File: config.mk
export PLATFORM = sky130hd
export DESIGN_NAME = adc_serial_ctrl
export DESIGN_NICKNAME = d
export VERILOG_FILES = /design/src/rtl/adcs_pkg.sv /design/src/rtl/adcs_sequencer.sv /design/src/rtl/adcs_sclk_gen.sv /design/src/rtl/adcs_shift_engine.sv /design/src/rtl/adcs_result_stage.sv /design/src/rtl/adc_serial_ctrl.sv
export SDC_FILE = /design/constraint.sdc
export NUM_CORES = 1
export LEC_CHECK = 0
export BUFFER_PORTS_ARGS = -buffer_cell sky130_fd_sc_hd__clkbuf_2
export CORE_MARGIN = 2
export CORE_UTILIZATION = 51
export CTS_BUF_LIST = sky130_fd_sc_hd__clkbuf_8 sky130_fd_sc_hd__clkbuf_16
export CTS_CLUSTER_DIAMETER = 100
export DETAILED_ROUTE_END_ITERATION = 7
export PLACE_DENSITY = 0.82
export REMOVE_ABC_BUFFERS = 1
export SKIP_CTS_REPAIR_TIMING = 1
export SLEW_MARGIN = 20
export SYNTH_ARGS = -nofsm -noshare
export SYNTH_HDL_FRONTEND = slang
export SYNTH_SLANG_ARGS = --single-unit
File: constraint.sdc
create_clock -name clk -period 1.4 [get_ports clk]
set_input_delay 0.21 -clock clk [delete_from_list [all_inputs] [get_ports clk]]
set_output_delay 0.21 -clock clk [all_outputs]
set_load 0.02 [all_outputs]
File: src/rtl/adcs_pkg.sv
package adcs_pkg;

  localparam int CFG_W   = 6;
  localparam int SEL_W   = 4;
  localparam int UNI_POS = 1;

  typedef enum logic [1:0] {
    SEQ_GAP   = 2'd0,
    SEQ_CONV  = 2'd1,
    SEQ_FRAME = 2'd2
  } seq_state_e;

  // Setup word, MSB sent first: {single/diff, odd/sign, s1, s0, uni, slp}
  function automatic logic [CFG_W-1:0] build_cfg(input logic [SEL_W-1:0] sel,
                                                 input logic bip,
                                                 input logic slp);
    return {~sel[3], sel[0], sel[2], sel[1], ~bip, slp};
  endfunction

endpackage

File: src/rtl/adcs_sequencer.sv
module adcs_sequencer #(
  parameter int CONV_WAIT = 160
) (
  input  logic clk,
  input  logic rst,
  input  logic frame_done,
  output logic convst,
  output logic in_frame,
  output logic frame_start
);
  import adcs_pkg::*;

  localparam int WAIT_W = (CONV_WAIT > 1) ? $clog2(CONV_WAIT) : 1;

  seq_state_e        state;
  logic [WAIT_W-1:0] wcnt;

  assign frame_start = (state == SEQ_CONV) && (wcnt == WAIT_W'(CONV_WAIT - 1));
  assign in_frame    = (state == SEQ_FRAME);

  always_ff @(posedge clk) begin
    if (rst) begin
      state  <= SEQ_GAP;
      wcnt   <= '0;
      convst <= 1'b0;
    end else begin
      unique case (state)
        SEQ_GAP: begin
          state  <= SEQ_CONV;
          convst <= 1'b1;
          wcnt   <= '0;
        end
        SEQ_CONV: begin
          if (frame_start) begin
            state  <= SEQ_FRAME;
            convst <= 1'b0;
          end else begin
            wcnt <= wcnt + 1'b1;
          end
        end
        SEQ_FRAME: begin
          if (frame_done) state <= SEQ_GAP;
        end
        default: state <= SEQ_GAP;
      endcase
    end
  end

  // a frame may only begin while the start line is still high
  a_r4_wait_ends_with_convst_high: assert property (@(posedge clk) disable iff (rst)
    frame_start |-> convst);

endmodule

File: src/rtl/adcs_sclk_gen.sv
module adcs_sclk_gen #(
  parameter int SCLK_DIV = 2
) (
  input  logic clk,
  input  logic rst,
  input  logic run,
  output logic sclk,
  output logic rise_tick,
  output logic fall_tick
);
  localparam int CW = (SCLK_DIV > 1) ? $clog2(SCLK_DIV) : 1;

  logic [CW-1:0] cnt;
  logic          tick;

  assign tick      = run && (cnt == CW'(SCLK_DIV - 1));
  assign rise_tick = tick && !sclk;
  assign fall_tick = tick && sclk;

  always_ff @(posedge clk) begin
    if (rst || !run) begin
      cnt  <= '0;
      sclk <= 1'b0;
    end else if (tick) begin
      cnt  <= '0;
      sclk <= ~sclk;
    end else begin
      cnt <= cnt + 1'b1;
    end
  end

  // the serial clock is only ever high inside a frame
  a_r5_sclk_only_in_frame: assert property (@(posedge clk) disable iff (rst)
    sclk |-> run);

endmodule

File: src/rtl/adcs_shift_engine.sv
module adcs_shift_engine #(
  parameter int RES_W = 12,
  parameter int CFG_W = 6
) (
  input  logic             clk,
  input  logic             rst,
  input  logic             load,
  input  logic [CFG_W-1:0] cfg_in,
  input  logic             rise_tick,
  input  logic             fall_tick,
  input  logic             miso,
  output logic             mosi,
  output logic [RES_W-1:0] rx_word,
  output logic             frame_done,
  output logic             frame_uni
);
  import adcs_pkg::UNI_POS;

  localparam int BW = $clog2(RES_W + 1);

  logic [CFG_W-1:0] tx;
  logic [BW-1:0]    bit_cnt;

  assign frame_done = fall_tick && (bit_cnt == BW'(RES_W - 1));

  always_ff @(posedge clk) begin
    if (rst) begin
      tx        <= '0;
      mosi      <= 1'b0;
      rx_word   <= '0;
      bit_cnt   <= '0;
      frame_uni <= 1'b1;
    end else if (load) begin
      tx        <= cfg_in;
      mosi      <= cfg_in[CFG_W-1];
      bit_cnt   <= '0;
      frame_uni <= cfg_in[UNI_POS];
    end else begin
      if (rise_tick) rx_word <= {rx_word[RES_W-2:0], miso};
      if (fall_tick) begin
        tx      <= {tx[CFG_W-2:0], 1'b0};
        mosi    <= tx[CFG_W-2];
        bit_cnt <= bit_cnt + 1'b1;
      end
    end
  end

  // never more serial bits than the result width
  a_r5_bit_count_bound: assert property (@(posedge clk) disable iff (rst)
    bit_cnt <= BW'(RES_W));

endmodule

File: src/rtl/adcs_result_stage.sv
module adcs_result_stage #(
  parameter int RES_W = 12
) (
  input  logic             clk,
  input  logic             rst,
  input  logic             enable,
  input  logic             frame_done,
  input  logic             frame_uni,
  input  logic [RES_W-1:0] rx_word,
  output logic [RES_W:0]   result,
  output logic             result_valid
);
  // coding that applied to the conversion whose bits arrive in this frame
  logic uni_in_force;

  always_ff @(posedge clk) begin
    if (rst) begin
      uni_in_force <= 1'b1;
      result       <= '0;
      result_valid <= 1'b0;
    end else begin
      result_valid <= 1'b0;
      if (frame_done) begin
        uni_in_force <= frame_uni;
        if (enable) begin
          result       <= uni_in_force ? {1'b0, rx_word} : {rx_word[RES_W-1], rx_word};
          result_valid <= 1'b1;
        end
      end
    end
  end

  a_r8_valid_one_cycle: assert property (@(posedge clk) disable iff (rst)
    result_valid |=> !result_valid);

  a_r8_hold_without_strobe: assert property (@(posedge clk) disable iff (rst)
    !result_valid |-> $stable(result));

  // the extension bit is set only when it copies a set sign bit
  a_r7_extension_consistent: assert property (@(posedge clk) disable iff (rst)
    result[RES_W] |-> result[RES_W-1]);

endmodule

File: src/rtl/adc_serial_ctrl.sv
module adc_serial_ctrl #(
  parameter int SCLK_DIV  = 2,
  parameter int CONV_WAIT = 160,
  parameter int RES_W     = 12
) (
  input  logic             clk,
  input  logic             rst,
  input  logic             enable,
  input  logic [3:0]       chan_sel,
  input  logic             bipolar,
  input  logic             sleep_sel,
  output logic             adc_convst,
  output logic             adc_sclk,
  output logic             adc_mosi,
  input  logic             adc_miso,
  output logic [RES_W:0]   result,
  output logic             result_valid
);
  import adcs_pkg::*;

  logic             in_frame, frame_start, frame_done;
  logic             rise_tick, fall_tick, frame_uni;
  logic [RES_W-1:0] rx_word;
  logic [CFG_W-1:0] cfg_now;

  assign cfg_now = build_cfg(chan_sel, bipolar, sleep_sel);

  adcs_sequencer #(.CONV_WAIT(CONV_WAIT)) u_seq (
    .clk(clk), .rst(rst), .frame_done(frame_done),
    .convst(adc_convst), .in_frame(in_frame), .frame_start(frame_start)
  );

  adcs_sclk_gen #(.SCLK_DIV(SCLK_DIV)) u_sclk (
    .clk(clk), .rst(rst), .run(in_frame),
    .sclk(adc_sclk), .rise_tick(rise_tick), .fall_tick(fall_tick)
  );

  adcs_shift_engine #(.RES_W(RES_W), .CFG_W(CFG_W)) u_shift (
    .clk(clk), .rst(rst), .load(frame_start), .cfg_in(cfg_now),
    .rise_tick(rise_tick), .fall_tick(fall_tick), .miso(adc_miso),
    .mosi(adc_mosi), .rx_word(rx_word), .frame_done(frame_done),
    .frame_uni(frame_uni)
  );

  adcs_result_stage #(.RES_W(RES_W)) u_res (
    .clk(clk), .rst(rst), .enable(enable), .frame_done(frame_done),
    .frame_uni(frame_uni), .rx_word(rx_word),
    .result(result), .result_valid(result_valid)
  );

  a_r4_convst_low_while_sclk_high: assert property (@(posedge clk) disable iff (rst)
    adc_sclk |-> !adc_convst);

  a_r5_mosi_steady_while_high: assert property (@(posedge clk) disable iff (rst)
    (adc_sclk && $past(adc_sclk)) |-> $stable(adc_mosi));

endmodule

==> impl_results.md, run 1 <==
* Status: finished with violations
* Failing checks: setup timing
* WHS at around 0.073 ns
* Clock tree buffer depth at 2
* Post-route minimum period at ~1.5 ns
* Most frequent cells in the layout: dfxtp_1 (44), nand2_1 (36), buf_4 (34)
* RSZ-0062 raised after global routing: yes
* Mapped cell area at 0.00215 mm²
* Ys async rst share at 0
* Yosys top cell area share at 0.476
* Slew margin rel. at 0.841
* CTS tree: built
* Largest area contributor in the netlist: dfxtp_1
* Top_reg_cell synth: dfxtp_1
* Final-report setup violation count at 15
* WS Path Type: reg2reg
* Post-synth EDFFs at 0
* Arr. time, crit path at about 1.7 ns
* Worst skew pair latency at between 0.3 and 0.4 ns
* Die height at approximately 69 µm
* Post-place setup slack at -0.131 ns
* Final Cycle Share at 1.06
* Number of I/O port buffers at 26
* GR Overflow Total at 0
* Vias per inst at ~5.5
* Avg Cell Area, Syn at 9.29 µm²
* Max Cap Viol at 0
* Multi-input gate area at ~0.0012 mm²
* Worst setup SP type: flop
* Worst hold path class: in2reg
* First-pass DRT Iterations at 4
* Fin. Hold Viols at 0
* Antenna Violating Nets Remaining at 0
* Drt drc at 0
* CTS buffer count at 5
* Fill cell count at ~290
* Core Area at a little over 0.004 mm²
* # nets final at between 300 and 400
* Clock transition at path regs at ~0.1 ns
* Register area at a little over 0.001 mm²
* CTS Root Cell: clkbuf_8
* Max IR drop VDD at around 0.44 mV
* Largest net degree at the start of global routing at 24
* Area growth syn-to-layout at 32.6%
* Slew Viols, Final at 0
* # IOs at 27
* Die Wd at a little under 70 µm
* Max frequency at around 670 MHz
* Initial Util at 0.533
* Via count of the routed design at between 1500 and 2000
* Die area at around 0.0047 mm²
* LEAKAGE at between 1 and 1.5 nW
* Post-Route Setup TNS at -0.995 ns
* Synth top area cells: dfxtp_1 (48%), mux2i_1 (7.0%), nand2_1 (6.3%)
* Post-synthesis register bit count at 51
* Commonest non-fill, non-tap cell in the layout: dfxtp_1
* First-pass GRT wire length at between 7000 and 8000 µm
* Sequential share of the synthesized area at 0.476
* Cell count after synthesis at approximately 230
* Final worst setup slack at -0.0899 ns
* Dpl hpwl at around 3100 µm
* Worst Tran Pin Value at ~0.24 ns
* WL per Instance at 14.7 µm
* GPL Wtd Cong at approximately 0.9
* Crit-path max FO at 7
* Vias in the first global route at 1673
* CTS sink cnt at just over 50
* Crit path required time at between 1.5 and 2 ns
* Row Count at 23
* Crit. End Element: flop
* Netlist cell types at 44
* H-tree depth at 2
* Pwr per Cell Area at between 800 and 900 mW/mm²
* Initial antenna violation count at 0
* Routed Wire Length at 5020 µm
* Skew final at roughly 0.011 ns
* Total GRT Usage at 0.199
* Fraction of layout cells with a size suffix above 1 at 0.397
* Ys Warns at 0
* DR iter-0 viols at 87
* ANT cells at 0
[cell type report]
class / instances / area share
Tap cell: 50 / 0.0220
Clock buffer: 5 / 0.0242
Clock inverter: 3 / 0.0101
Timing Repair Buffer: 67 / 0.171
Multi-Input combinational cell: 166 / 0.411
Sequential cell: 51 / 0.362
[cell families (layout without fill, tap and decap cells)]
kind of cell             Yosys count  count (layout)  synth area share
AO/OA/AOI/OAI                     43              43             0.126
flip-flops                        51              51             0.476
multiplexers                      16              16            0.0752
AND/OR/NAND/NOR                  101             101             0.246
XOR/XNOR                           4               4            0.0163
buffers and inverters             14              75            0.0489
adder cells (fa/ha/maj)            2               2            0.0117
[synthesized netlist by cell type (2+ instances only)]
library cell   n
o211ai_1       2
clkbuf_1       6
nand2_1       36
o21ai_0        2
nand4b_1       4
o22ai_1        3
a22oi_1        2
and2_1         2
a21oi_2        2
nand4_1        3
nand3_1        4
nand3b_1       3
xor2_1         2
nand2b_1       2
nor2b_1        3
dfxtp_1       51
a21oi_1       23
nor3b_1        2
nor2_1        23
a211oi_2       2
xnor2_1        2
ha_1           2
buf_6          5
nor3_1        10
a31oi_1        2
mux2i_1       15
[worst paths after layout]
kind | start | endpoint | slack [ns] | depth (start not counted)
worst max-delay path | u_shift.bit_cnt[1] | u_res.result[11] | -0.09 | 6
worst min-delay path | chan_sel[3] | u_shift.mosi | 0.07 | 2
worst max register to register | u_shift.bit_cnt[1] | u_res.result[11] | -0.09 | 6
worst min register to register | u_shift.rx_word[10] | u_shift.rx_word[11] | 0.48 | 2
[worst max-delay path, stage by stage, from the launching register on]
cell and delay [ns]:
dfxtp_2 0.37, ha_4 0.13, nand4b_1 0.21, nor2_4 0.24, buf_12 0.15, mux2i_1 0.20
nor2_1 0.06
[report_power, final]
group          total, W  switching [W]  internal, W
clock network  0.000917       0.000546     0.000371
logic          0.000101      0.0000568    0.0000445
registers       0.00146     0.00000521      0.00146
total           0.00248       0.000608      0.00187
[flip-flops by register name, summed over array words and instances, names as in the netlist]
name,count
u_seq.state,2
u_sclk.cnt,1
u_shift.tx,5
u_shift.mosi,1
u_seq.convst,1
u_sclk.sclk,1
u_shift.bit_cnt,4
u_res.result,13
u_shift.frame_uni,1
u_seq.wcnt,8
u_res.result_valid,1
u_res.uni_in_force,1
u_shift.rx_word,12
[through the flow]
stage / power, W / utilization / cell area [µm²] / cells
floorplan: 0.00152 / - / 2040 / 217
global placement: 0.00158 / 0.625 / 2520 / 329
detailed placement: 0.00158 / 0.625 / 2520 / 329
CTS: 0.00248 / 0.649 / 2620 / 337
global route: 0.00255 / 0.707 / 2850 / 342
finish: 0.00248 / 0.707 / 2850 / 342
[layer usage]
metal	part of all wire	global-route usage
met5	0	0
met2	0.50	0.334
met4	0.026	0.100
met1	0.43	0.239
met3	0.037	0.0438
Power figures use the tool's default switching activity.
==> run 2: changes to the inputs <==
SETUP_SLACK_MARGIN = 0.4   (was default)
==> impl_results.md, run 2 (synthesized netlist as in run 1, its figures left out) <==
* Multi-input gate area at 0.00126 mm² (+8.0%)
* Fin. Hold Viols at 0 (unchanged)
* Max Cap Viol at 0 (unchanged)
* Final Cycle Share at 1.11 (+0.0494)
* GPL Wtd Cong at 0.878 (unchanged)
* First-pass DRT Iterations at 5 (+1)
* R2R cell count at 5 (-1)
* Skew final at 0.0128 ns (+0.00209 ns)
* Hold Path Depth at 2 (unchanged)
* Crit path required time at 1.66 ns (+0.06 ns)
* Die area at 0.00475 mm² (unchanged)
* RSZ-0062 raised after global routing: yes
* Core Area at 0.00403 mm² (unchanged)
* Initial antenna violation count at 0 (unchanged)
* Clock transition at path regs at 0.11 ns (about the same)
* First-pass GRT wire length at 7040 µm (unchanged)
* Reg2reg start: u_seq.wcnt[1]
* Arr. time, crit path at 1.82 ns (+0.13 ns)
* Die height at 68.9 µm (unchanged)
* H-tree depth at 2 (unchanged)
* Final-report setup violation count at 29 (+14)
* R2R Path End: u_seq.wcnt[3]
* Worst skew pair latency at 0.32 ns (about the same)
* LEAKAGE at 1.19 nW (+10%)
* Pwr per Cell Area at 794 mW/mm² (-8.9%)
* Drt drc at 0 (unchanged)
* Dpl cells at 329 (unchanged)
* Initial Util at 0.533 (unchanged)
* Post-place setup slack at -0.131 ns (unchanged)
* Fill cell count at 230 (-20%)
* Row Count at 23 (unchanged)
* Total GRT Usage at 0.199 (unchanged)
* GR Overflow Total at 0 (unchanged)
* Vias per inst at 5.74 (+5.0%)
* # nets final at 310 (+2.3%)
* Worst Tran Pin Value at 0.300 ns (+0.0631 ns)
* Clock tree buffer depth at 2 (unchanged)
* Vias in the first global route at 1673 (unchanged)
* CTS sink cnt at 51 (unchanged)
* # IOs at 27 (unchanged)
* Post-route minimum period at 1.56 ns (+0.0691 ns)
* Status: finished with violations
* Max FFs per register at 13 (unchanged)
* Commonest non-fill, non-tap cell in the layout: buf_4
* Final worst setup slack at -0.159 ns (-0.0691 ns)
* Largest Register: u_res.result
* Largest registers: u_res.result x13, u_shift.rx_word x12, u_seq.wcnt x8
* Worst hold path class: in2reg
* Crit. End Element: flop
* CTS tree: built
* CTS Root Cell: clkbuf_8
* Slew Viols, Final at 0 (unchanged)
* Antenna Violating Nets Remaining at 0 (unchanged)
* WS Path Type: reg2reg
* R2R setup slack at -0.16 ns (-0.07 ns)
* Register area at 0.00105 mm² (+2.4%)
* Crit-path max FO at 3 (-4)
* Worst setup SP type: flop
* ANT cells at 0 (unchanged)
* Routed Wire Length at 6350 µm (+27%)
* Dpl hpwl at 3120 µm (unchanged)
* Final Non-Filler Cells at 349 (+2.0%)
* DR iter-0 viols at 139 (+60%)
* CTS buffer count at 5 (unchanged)
* Number of I/O port buffers at 26 (unchanged)
* Max frequency at 641 MHz (-4.4%)
* Hold Path End: u_shift.mosi
* Failing checks: setup timing
* Max IR drop VDD at 0.412 mV (-6.6%)
* Slew margin rel. at 0.799 (-0.0422)
* Fraction of layout cells with a size suffix above 1 at 0.532 (+0.135)
* Hold path startpoint: chan_sel[3]
* Via count of the routed design at 2002 (+7.2%)
* Largest net degree at the start of global routing at 24 (unchanged)
* WL per Instance at 18.2 µm (+24%)
* Most frequent cells in the layout: buf_4 (35), buf_6 (28), dfxtp_1 (28)
* Area growth syn-to-layout at 46.6%
* Die Wd at 68.9 µm (unchanged)
run 2: cell types whose count changed in the layout (fill, tap and decap cells not counted), sizes merged:
cell    previous run  this run
buf               40        64
clkbuf            32        15
run 2: per-layer routing:
metal | vias to the layer above | GRT usage | routed length [µm]
met4 | 0 | 0.100 | 212
met2 | 71 | 0.334 | 3190
met1 | 962 | 0.239 | 2650
li1 | 947 | - | -
met3 | 22 | 0.0438 | 292
met5 | - | 0 | 0
run 2: power breakdown:
group          internal, W  total (W)  switching (W)  leakage [nW]
combinational    0.0000531   0.000118      0.0000646         0.719
clock             0.000371   0.000921       0.000549        0.0502
sequential         0.00145    0.00146     0.00000712         0.423
total              0.00188    0.00250       0.000621          1.19
run 2: worst max-delay path by stage:
stage	from	to	slack (ns)	cells after the start
global route	u_seq.wcnt[1]	u_seq.wcnt[2]	-0.26	6
CTS	u_seq.wcnt[1]	u_shift.mosi	-0.16	5
global placement	u_seq.wcnt[0]	u_seq.wcnt[3]	-0.04	5
finish	u_seq.wcnt[1]	u_seq.wcnt[3]	-0.16	5
floorplan	u_seq.state[1]	u_shift.rx_word[0]	-0.42	4
detailed placement	u_seq.wcnt[1]	u_seq.wcnt[3]	-0.13	5
run 2: layout make-up:
class	instances	area share
Clock buffer	5	0.0219
Sequential cell	51	0.335
Multi-Input combinational cell	166	0.402
Clock inverter	3	0.00915
Timing Repair Buffer	74	0.212
Tap cell	50	0.0199
run 2: metrics by stage:
stage | hold slack (ns) | instance area [µm²] | power (W) | setup TNS [ns] | util
2_1_floorplan | 0.275 | 2040 | 0.00152 | -11.04 | -
3_3_place_gp | 0.415 | 2520 | 0.00158 | -0.0725 | 0.625
3_5_place_dp | 0.427 | 2520 | 0.00158 | -0.801 | 0.625
4_1_cts | 0.0874 | 2620 | 0.00248 | -1.45 | 0.649
5_1_grt | 0.0698 | 3150 | 0.00257 | -4.40 | 0.781
6_report | 0.0712 | 3150 | 0.00250 | -2.39 | 0.781
run 2: worst max-delay path, cell delays in order (launching register included):
cell and delay, ns:
dfxtp_2 0.38, ha_4 0.15, nand4_1 0.25, o2111ai_2 0.31, mux2_4 0.33, nor2_2 0.08
